**src/rtl/cad_pkg.sv**
```systemverilog
package cad_pkg;

  localparam int NUM_REGIONS = 5;
  localparam int RGN_RAM  = 0;
  localparam int RGN_ROM  = 1;
  localparam int RGN_SPAD = 2;
  localparam int RGN_IO   = 3;
  localparam int RGN_CCTL = 4;

  typedef enum logic [1:0] {
    ACC_BYTE = 2'd0,
    ACC_HALF = 2'd1,
    ACC_WORD = 2'd2,
    ACC_WIDE = 2'd3
  } acc_size_e;

  // Segment windows through which main RAM is reachable.
  function automatic logic [31:0] ram_alias_base(input int idx);
    case (idx)
      0:       return 32'h0000_0000;
      1:       return 32'h8000_0000;
      default: return 32'hA000_0000;
    endcase
  endfunction

  // Segment windows through which the boot ROM is reachable.
  function automatic logic [31:0] rom_alias_base(input int idx);
    case (idx)
      0:       return 32'h1FC0_0000;
      1:       return 32'h9FC0_0000;
      default: return 32'hBFC0_0000;
    endcase
  endfunction

endpackage

```
**src/rtl/cad_window_match.sv**
```systemverilog
module cad_window_match #(
  parameter logic [31:0] BASE  = 32'h0,
  parameter int          IGN_W = 12
) (
  input  logic [31:IGN_W] addr_hi,
  output logic            hit
);
  // Compares only the bits above the window size; the low bits are don't-care.
  assign hit = (addr_hi == BASE[31:IGN_W]);
endmodule

```
**src/rtl/cad_io_index.sv**
```systemverilog
module cad_io_index #(
  parameter int PAGE_AW = 12,
  parameter int IO_SPAN = 32'h880
) (
  input  logic [PAGE_AW-1:0] page_off,
  input  logic [1:0]         acc_size,
  output logic [PAGE_AW-1:0] reg_idx,
  output logic               in_span
);
  import cad_pkg::*;

  always_comb begin
    unique case (acc_size_e'(acc_size))
      ACC_BYTE: reg_idx = page_off;
      ACC_HALF: reg_idx = page_off >> 1;
      default:  reg_idx = page_off >> 2;
    endcase
  end

  assign in_span = (32'(page_off) < 32'(IO_SPAN));
endmodule

```
**src/rtl/cad_region_decode.sv**
```systemverilog
module cad_region_decode #(
  parameter int          RAM_AW      = 21,
  parameter int          RAM_WIN_AW  = 23,
  parameter int          RAM_ALIASES = 3,
  parameter int          ROM_AW      = 19,
  parameter int          ROM_ALIASES = 3,
  parameter int          PAGE_AW     = 12,
  parameter int          IO_SPAN     = 32'h880,
  parameter logic [31:0] SPAD_BASE   = 32'h1F80_0000,
  parameter logic [31:0] IO_BASE     = 32'h1F80_1000,
  parameter logic [31:0] CCTL_ADDR   = 32'hFFFE_0130,
  localparam int         OFF_W       = RAM_AW,
  localparam int         NREG        = cad_pkg::NUM_REGIONS
) (
  input  logic [31:0]        addr,
  input  logic               rd,
  input  logic               wr,
  input  logic [1:0]         acc_size,
  output logic [NREG-1:0]    sel_d,
  output logic [OFF_W-1:0]   off_d,
  output logic [PAGE_AW-1:0] idx_d,
  output logic               io_valid_d,
  output logic               block_d
);
  import cad_pkg::*;

  logic [RAM_ALIASES-1:0] ram_hit_v;
  logic [ROM_ALIASES-1:0] rom_hit_v;
  logic                   spad_hit;
  logic                   io_hit;
  logic                   cctl_hit;
  logic                   strobe;
  logic [PAGE_AW-1:0]     raw_idx;
  logic                   raw_span;

  for (genvar g = 0; g < RAM_ALIASES; g++) begin : g_ram_win
    cad_window_match #(.BASE(ram_alias_base(g)), .IGN_W(RAM_WIN_AW)) u_match (
      .addr_hi(addr[31:RAM_WIN_AW]),
      .hit    (ram_hit_v[g])
    );
  end

  for (genvar g = 0; g < ROM_ALIASES; g++) begin : g_rom_win
    cad_window_match #(.BASE(rom_alias_base(g)), .IGN_W(ROM_AW)) u_match (
      .addr_hi(addr[31:ROM_AW]),
      .hit    (rom_hit_v[g])
    );
  end

  cad_window_match #(.BASE(SPAD_BASE), .IGN_W(PAGE_AW)) u_spad (
    .addr_hi(addr[31:PAGE_AW]),
    .hit    (spad_hit)
  );

  cad_window_match #(.BASE(IO_BASE), .IGN_W(PAGE_AW)) u_io (
    .addr_hi(addr[31:PAGE_AW]),
    .hit    (io_hit)
  );

  assign cctl_hit = (addr == CCTL_ADDR);
  assign strobe   = rd | wr;

  cad_io_index #(.PAGE_AW(PAGE_AW), .IO_SPAN(IO_SPAN)) u_idx (
    .page_off(addr[PAGE_AW-1:0]),
    .acc_size(acc_size),
    .reg_idx (raw_idx),
    .in_span (raw_span)
  );

  // The regions do not overlap, so the order of this chain only settles
  // don't-care cases; unmapped or idle cycles leave everything zero.
  always_comb begin
    sel_d      = '0;
    off_d      = '0;
    idx_d      = '0;
    io_valid_d = 1'b0;
    block_d    = 1'b0;
    if (strobe) begin
      if (|ram_hit_v) begin
        sel_d[RGN_RAM] = 1'b1;
        off_d          = OFF_W'(addr[RAM_AW-1:0]);
      end else if (|rom_hit_v) begin
        sel_d[RGN_ROM] = 1'b1;
        off_d          = OFF_W'(addr[ROM_AW-1:0]);
        block_d        = wr;
      end else if (spad_hit) begin
        sel_d[RGN_SPAD] = 1'b1;
        off_d           = OFF_W'(addr[PAGE_AW-1:0]);
      end else if (io_hit) begin
        sel_d[RGN_IO] = 1'b1;
        off_d         = OFF_W'(addr[PAGE_AW-1:0]);
        idx_d         = raw_idx;
        io_valid_d    = raw_span;
      end else if (cctl_hit && wr) begin
        sel_d[RGN_CCTL] = 1'b1;
      end
    end
  end
endmodule

```
**src/rtl/console_addr_decoder.sv**
```systemverilog
module console_addr_decoder #(
  parameter int          RAM_AW      = 21,
  parameter int          RAM_WIN_AW  = 23,
  parameter int          RAM_ALIASES = 3,
  parameter int          ROM_AW      = 19,
  parameter int          ROM_ALIASES = 3,
  parameter int          PAGE_AW     = 12,
  parameter int          IO_SPAN     = 32'h880,
  parameter logic [31:0] SPAD_BASE   = 32'h1F80_0000,
  parameter logic [31:0] IO_BASE     = 32'h1F80_1000,
  parameter logic [31:0] CCTL_ADDR   = 32'hFFFE_0130,
  localparam int         OFF_W       = RAM_AW,
  localparam int         NREG        = cad_pkg::NUM_REGIONS
) (
  input  logic               clk,
  input  logic               rst,
  input  logic [31:0]        bus_addr,
  input  logic               bus_rd,
  input  logic               bus_wr,
  input  logic [1:0]         bus_size,
  output logic [NREG-1:0]    region_sel,
  output logic [OFF_W-1:0]   local_off,
  output logic [PAGE_AW-1:0] io_reg_idx,
  output logic               io_reg_valid,
  output logic               wr_block
);
  import cad_pkg::*;

  logic [NREG-1:0]    sel_d;
  logic [OFF_W-1:0]   off_d;
  logic [PAGE_AW-1:0] idx_d;
  logic               io_valid_d;
  logic               block_d;

  cad_region_decode #(
    .RAM_AW(RAM_AW), .RAM_WIN_AW(RAM_WIN_AW), .RAM_ALIASES(RAM_ALIASES),
    .ROM_AW(ROM_AW), .ROM_ALIASES(ROM_ALIASES), .PAGE_AW(PAGE_AW),
    .IO_SPAN(IO_SPAN), .SPAD_BASE(SPAD_BASE), .IO_BASE(IO_BASE),
    .CCTL_ADDR(CCTL_ADDR)
  ) u_dec (
    .addr      (bus_addr),
    .rd        (bus_rd),
    .wr        (bus_wr),
    .acc_size  (bus_size),
    .sel_d     (sel_d),
    .off_d     (off_d),
    .idx_d     (idx_d),
    .io_valid_d(io_valid_d),
    .block_d   (block_d)
  );

  always_ff @(posedge clk) begin
    if (rst) begin
      region_sel   <= '0;
      local_off    <= '0;
      io_reg_idx   <= '0;
      io_reg_valid <= 1'b0;
      wr_block     <= 1'b0;
    end else begin
      region_sel   <= sel_d;
      local_off    <= off_d;
      io_reg_idx   <= idx_d;
      io_reg_valid <= io_valid_d;
      wr_block     <= block_d;
    end
  end

  // never two regions at once
  a_r10_one_region: assert property (@(posedge clk) disable iff (rst)
    $onehot0(region_sel));

  // RAM offset follows the presented address modulo the RAM size
  a_r2_ram_mirror: assert property (@(posedge clk) disable iff (rst)
    region_sel[RGN_RAM] |-> (local_off == $past(bus_addr[RAM_AW-1:0])));

  // the write block only accompanies a ROM write
  a_r4_block_rom_write: assert property (@(posedge clk) disable iff (rst)
    wr_block |-> (region_sel[RGN_ROM] && $past(bus_wr)));

  // register-span flag only inside the register page
  a_r7_valid_in_page: assert property (@(posedge clk) disable iff (rst)
    io_reg_valid |-> region_sel[RGN_IO]);

  // cache-control select only from a write
  a_r8_cctl_write_only: assert property (@(posedge clk) disable iff (rst)
    region_sel[RGN_CCTL] |-> $past(bus_wr));

  // idle cycle yields no select
  a_r9_idle_quiet: assert property (@(posedge clk) disable iff (rst)
    !$past(bus_rd || bus_wr) |-> (region_sel == '0));
endmodule

```
**config.mk**
```make
export PLATFORM = sky130hd
export DESIGN_NAME = console_addr_decoder
export DESIGN_NICKNAME = d
export VERILOG_FILES = /design/src/rtl/cad_pkg.sv /design/src/rtl/cad_window_match.sv /design/src/rtl/cad_io_index.sv /design/src/rtl/cad_region_decode.sv /design/src/rtl/console_addr_decoder.sv
export SDC_FILE = /design/constraint.sdc
export NUM_CORES = 1
export LEC_CHECK = 0
export BUFFER_PORTS_ARGS = -buffer_cell sky130_fd_sc_hd__clkbuf_2
export CAP_MARGIN = 30
export CORE_UTILIZATION = 30
export CTS_BUF_LIST = sky130_fd_sc_hd__clkbuf_8
export CTS_CLUSTER_DIAMETER = 60
export DETAILED_ROUTE_END_ITERATION = 10
export HOLD_SLACK_MARGIN = 0.03
export RECOVER_POWER = 50
export REMOVE_ABC_BUFFERS = 1
export SYNTH_ARGS = -nofsm -noshare
export SYNTH_HDL_FRONTEND = slang
export SYNTH_SLANG_ARGS = --single-unit
```
**constraint.sdc**
```tcl
create_clock -name clk -period 1.8 [get_ports clk]
set_clock_uncertainty 0.1 [all_clocks]
set_input_delay 0.27 -clock clk [delete_from_list [all_inputs] [get_ports clk]]
set_output_delay 0.27 -clock clk [all_outputs]
set_load 0.03 [all_outputs]
```
### Yosys cells after proc, flatten, opt, wreduce, memory -nomap -nowiden

Index checks and enable logic that the tools add are counted.

| word-level totals | value |
|---|---|
| word-level logic and storage cells | 45 |
| register bits | 40 |
| output and inout port bits | 40 |

| operators by class | value |
|---|---|
| bitwise operators | 4 |
| reductions and logical operators | 12 |
| multiplexer cells | 10 |
| order comparisons | 1 |
| equality and inequality tests | 9 |

Operators with widths:

| operator | number |
|---|---|
| 21-bit two-way mux | 3 |
| 20-bit by 17-bit == test with 1-bit output, second input constant | 2 |
| 32-bit == test, second input constant | 1 |
| 13-bit == test, second input constant | 2 |
| 12-bit one-hot mux with 2 select lines | 1 |
| 10-bit OR reduction | 2 |
| 9-bit == test, second input constant | 2 |
| 13-bit by 10-bit == test with 1-bit output, second input constant | 1 |
| 12-bit less-than comparator, second input constant | 1 |
| 12-bit two-way mux | 1 |
| 9-bit logical NOT | 1 |
| 9-bit OR reduction | 1 |
| 8-bit OR reduction | 1 |
| 3-bit OR reduction | 2 |
| 6-bit OR reduction | 1 |
| 1-bit two-way mux | 5 |
| 5-bit OR reduction | 1 |
| 1-bit NOT | 3 |
| 2-bit by 1-bit == test with 1-bit output, second input constant | 1 |
| 2-bit logical NOT | 1 |
| 2-bit OR reduction | 1 |
| 1-bit logical AND | 1 |
| 1-bit bitwise OR | 1 |

### Longest topological paths before layout

| depth | value |
|---|---|
| word-level depth | 5 |
| mapped depth | 5 |

### Cells and area by module

Synthesis repeated with hierarchy kept, for this count alone.

| second synthesis, totals | value |
|---|---|
| cell total of the unflattened synthesis | 221 |
| area, all modules | 2140.8 µm² |

By module, submodules not included:

| module | area an instance (µm²) | seq. area each (µm²) | times used | cells an instance |
|---|---|---|---|---|
| console_addr_decoder | 1156.1 | 800.8 | 1 | 84 |
| cad_region_decode | 422.9 | 0.0 | 1 | 62 |
| cad_io_index | 241.5 | 0.0 | 1 | 37 |
| cad_window_match at u_dec.u_spad | 60.1 | 0.0 | 1 | 7 |
| cad_window_match at u_dec.u_io | 57.6 | 0.0 | 1 | 7 |
| cad_window_match at u_dec.g_rom_win[1].u_match | 42.5 | 0.0 | 1 | 5 |
| cad_window_match at u_dec.g_rom_win[0].u_match | 40.0 | 0.0 | 1 | 5 |
| cad_window_match at u_dec.g_rom_win[2].u_match | 35.0 | 0.0 | 1 | 5 |
| cad_window_match at u_dec.g_ram_win[2].u_match | 30.0 | 0.0 | 1 | 3 |
| cad_window_match at u_dec.g_ram_win[1].u_match | 28.8 | 0.0 | 1 | 3 |
| cad_window_match at u_dec.g_ram_win[0].u_match | 26.3 | 0.0 | 1 | 3 |

### Least setup slack after synthesis

Ideal clock, no wire load.

| path | value |
|---|---|
| kind | input to register |
| start | input bus_addr[19] |
| end | register local_off[10] |
| data arrival time | 1.566 ns |
| stages | 5 |
| slack | 0.067 ns |
| required time | 1.634 ns |
| buffers on the path | 1 |
| path through | or3_1 -> or4_1 -> a21bo_1 -> buf_6 -> a21oi_2 |

| between the ends | value |
|---|---|
| word-level cells in the longest chain between the ends | 5 |
| elaborated cells on any way between the ends | 10 |
| classes of those cells | 5 x eq/ne; 4 x mux; 1 x reduce/logical |

Ends and longest elaborated chain:

| element | RTL line | source |
|---|---|---|
| from (decl) | console_addr_decoder.sv:17 | `input logic [31:0] bus_addr,` |
| 20-bit by 17-bit == test with 1-bit output | cad_window_match.sv:9 | `assign hit = (addr_hi == BASE[31:IGN_W]);` |
| 12-bit two-way mux | cad_region_decode.sv:89 | `end else if (io_hit) begin` |
| 21-bit two-way mux | cad_region_decode.sv:86 | `end else if (spad_hit) begin` |
| 21-bit two-way mux (*) | cad_region_decode.sv:82 | `end else if (\|rom_hit_v) begin` |
| 21-bit two-way mux (*) | cad_region_decode.sv:79 | `if (\|ram_hit_v) begin` |
| to (signal assigned) | console_addr_decoder.sv:55 | `local_off <= '0;` |
| to (signal assigned) | console_addr_decoder.sv:61 | `local_off <= off_d;` |
| to (decl) | console_addr_decoder.sv:22 | `output logic [OFF_W-1:0] local_off,` |

Mark *: on every way between the ends. The rest lies on a longest branch, timed or not.
A chain may end at the register's enable or synchronous reset.

### Worst setup path in the final report

| path | value |
|---|---|
| start | input bus_addr[19] |
| end | register local_off[0] |

Same word-level chain as after synthesis.

==> impl_metrics.yaml <==
layout:
  fin_nets: 297
  final_area_mm2: 0.00216
  fillers: 541
  drive_above_1_share_pct: 30.0
  final_util_pct: 44.8
  num_antenna_cells: 0
  area_growth_pct: 41.0
timing:
  fmax_ghz: 0.619
  slew_viol_final: 0
  rsz0062_at_grt: "false"
  tightestPinTransition_ps: 407
  setup_violations: 0
  hold_viol_final: 0
  fin_crit_sh_pct: 89.8
  tns_ps: 0
  fin_crit_ps: 1620
  max_slew_margin_pct: 72.9
logic_synthesis:
  ys_ff_latch: 40
  synth_area_leaders: "dfxtp_1 (52%), mux2i_1 (7.2%), nor2_1 (6.4%)"
  synth_top_area_share_pct: 52.3
  synth.distinct_cells: 30
  yosysTopAreaCell: "dfxtp_1"
  ys_warn_count: 0
  synthesis.instances: 164
  synth_area_per_cell_um2: 9.33
  netlist_area_mm2: 0.00153
  synth_seq_area_share_pct: 52.3
power:
  leakagePower_uw: 0.000917
  switching_share_pct: 23.6
  combinationalPowerShare_pct: 9.7
  p_int_uw: 1260
  seq_power_share_pct: 53.5
  p_per_area_mw_per_mm2: 767
  p_switching_uw: 390
  vdd_drop_max_v: 0.000337
  pwr-share-clk_pct: 36.8
critical_path:
  worstPathArrival_ps: 1740
  setup.worst_path.class: "in -> reg"
  worst_setup_path_end_kind: "flip-flop"
  start_kind: "input pin"
  required_ps: 1920
  crit_path_max_fanout: 4
clock_tree:
  ctsHoldBuffers: 0
  cts.sinks: 40
  cts_buffer_depth: 2
  htree_levels: 2
  cts-root-buf: "clkbuf_8"
  cts_tree: "yes"
  numCtsBuffers: 5
  post_cts_buffers: 0
  ctsResizeCount: 0
  cts.clk_slew.worst_paths_ps: 70
grt:
  grt_first_pass_wirelength_um: 6190
  gr-total-overflow: 0
  antenna_found_initial: 0
  grt_usage_pct: 15.2
  grt_pass1_vias: 1333
  grt_start_max_net_pins: 23
run_status:
  status: "completed"
hold_path:
  worstHoldPathType: "in -> reg"
  min_delay_path_depth: 2
die:
  ios: 78
  die_w_um: 73.4
  initial_core_util_pct: 31.8
  die-area_mm2: 0.00539
  die_h_um: 73.4
  core_area_mm2: 0.00482
  rows: 25
route:
  remaining_drc_errors: 0
  drtPass1Iterations: 4
  wirelength_um: 3940
  avgViaCountPerCell: 4.41
  drtIter0Drc: 37
  route.detailed.wl_per_inst_um: 12.0
  ant_nets: 0
  vias: 1442
place:
  dp_hpwl_um: 3060
  io_buffers: 77
  gp_congestion: 0.823
  placed_cell_area_mm2: 0.00211
flow_run:
  maxCapViolCount: 0
synthesized netlist by cell type:
| cell | instances |
|---|---|
| dfxtp_1 | 40 |
| nor2_1 | 26 |
| a21oi_1 | 15 |
| nand2_1 | 15 |
| mux2i_1 | 11 |
| a21oi_2 | 10 |
| and2_1 | 8 |
| clkbuf_1 | 4 |
| nand4_1 | 4 |
| nor4_1 | 4 |
| inv_1 | 3 |
| nor3_1 | 3 |
| buf_1 | 2 |
| nand4b_1 | 2 |
| or4_1 | 2 |
| a211o_1 | 1 |
| a21bo_1 | 1 |
| and2_2 | 1 |
| and3_2 | 1 |
| and3b_2 | 1 |
| and4_1 | 1 |
| buf_6 | 1 |
| nand2b_1 | 1 |
| nand3_1 | 1 |
| nor2b_1 | 1 |
| nor3b_1 | 1 |
| nor4b_1 | 1 |
| o21bai_1 | 1 |
| or3_1 | 1 |
| or4b_1 | 1 |
layout by cell type (no fill, tap or decap), types with 2 or more instances in the layout:
| cell | instances |
|---|---|
| nand4b_1 | 2 |
| or4_1 | 2 |
| clkbuf_2 | 39 |
| nor3_1 | 3 |
| and2_1 | 7 |
| a21oi_1 | 15 |
| nor2_1 | 26 |
| clkbuf_1 | 38 |
| nand4_1 | 4 |
| dfxtp_1 | 40 |
| nor4_1 | 4 |
| inv_1 | 3 |
| buf_4 | 17 |
| mux2i_1 | 11 |
| nand2_1 | 15 |
| clkinv_2 | 2 |
| clkbuf_8 | 6 |
| a21oi_2 | 10 |
final timing paths:
kind | from | endpoint
setup / recovery | bus_addr[19] | local_off[0]
hold / removal | bus_addr[13] | local_off[13]
cells by family after synthesis:
family / Yosys count / synth area share (%)
simple gates: 75 / 25.2
compound gates: 28 / 12.3
buf+inv: 10 / 2.94
flops: 40 / 52.3
mux: 11 / 7.20
per-stage QoR:
stage | power, uW | std cells | setup slack (ps) | hold slack (ps)
floorplan | 967 | 157 | -121 | 246
global placement | 1070 | 319 | -83.3 | 382
detailed placement | 1070 | 319 | -91.1 | 376
CTS | 1680 | 327 | 196 | 69.0
global route | 1730 | 327 | 145 | 103
finish | 1660 | 327 | 183 | 103
per-layer routing:
layer,vias up,share of wire [%],routed length [um],global-route usage [%]
met2,49,45,1760,24.8
met4,0,1.1,43,5.13
met5,-,0,0,0
li1,756,-,-,-
met3,4,6.1,240,4.12
met1,633,48,1890,19.3
critical path, cell delays in order:
cell      delay, ps
clkbuf_2         90
or3_1           370
or4_1           430
a21bo_1         270
buf_4           170
a21oi_1         130
state kept, by name, indices dropped and copies added, names as in the netlist:
register	cells
io_reg_valid	1
local_off	21
wr_block	1
io_reg_idx	12
region_sel	5
power groups by stage:
stage,registers [uW],clock network (uW),logic [uW]
4_1_cts,885,632,162
5_1_grt,885,663,178
2_1_floorplan,907,0,60.1
3_3_place_gp,906,0,161
6_report,885,609,161
3_5_place_dp,906,0,162
cell type report:
cell class                 instances  area, um2  area share, %
clock buffer                       6       82.6           3.83
clock inverter                     2       10.0          0.464
inverter                           3       11.3          0.522
multi-input combinational        114        684           31.7
sequential                        40        801           37.1
tap                               67       83.8           3.88
timing repair buffer              95        485           22.5
(Power assumes the default switching activity.)
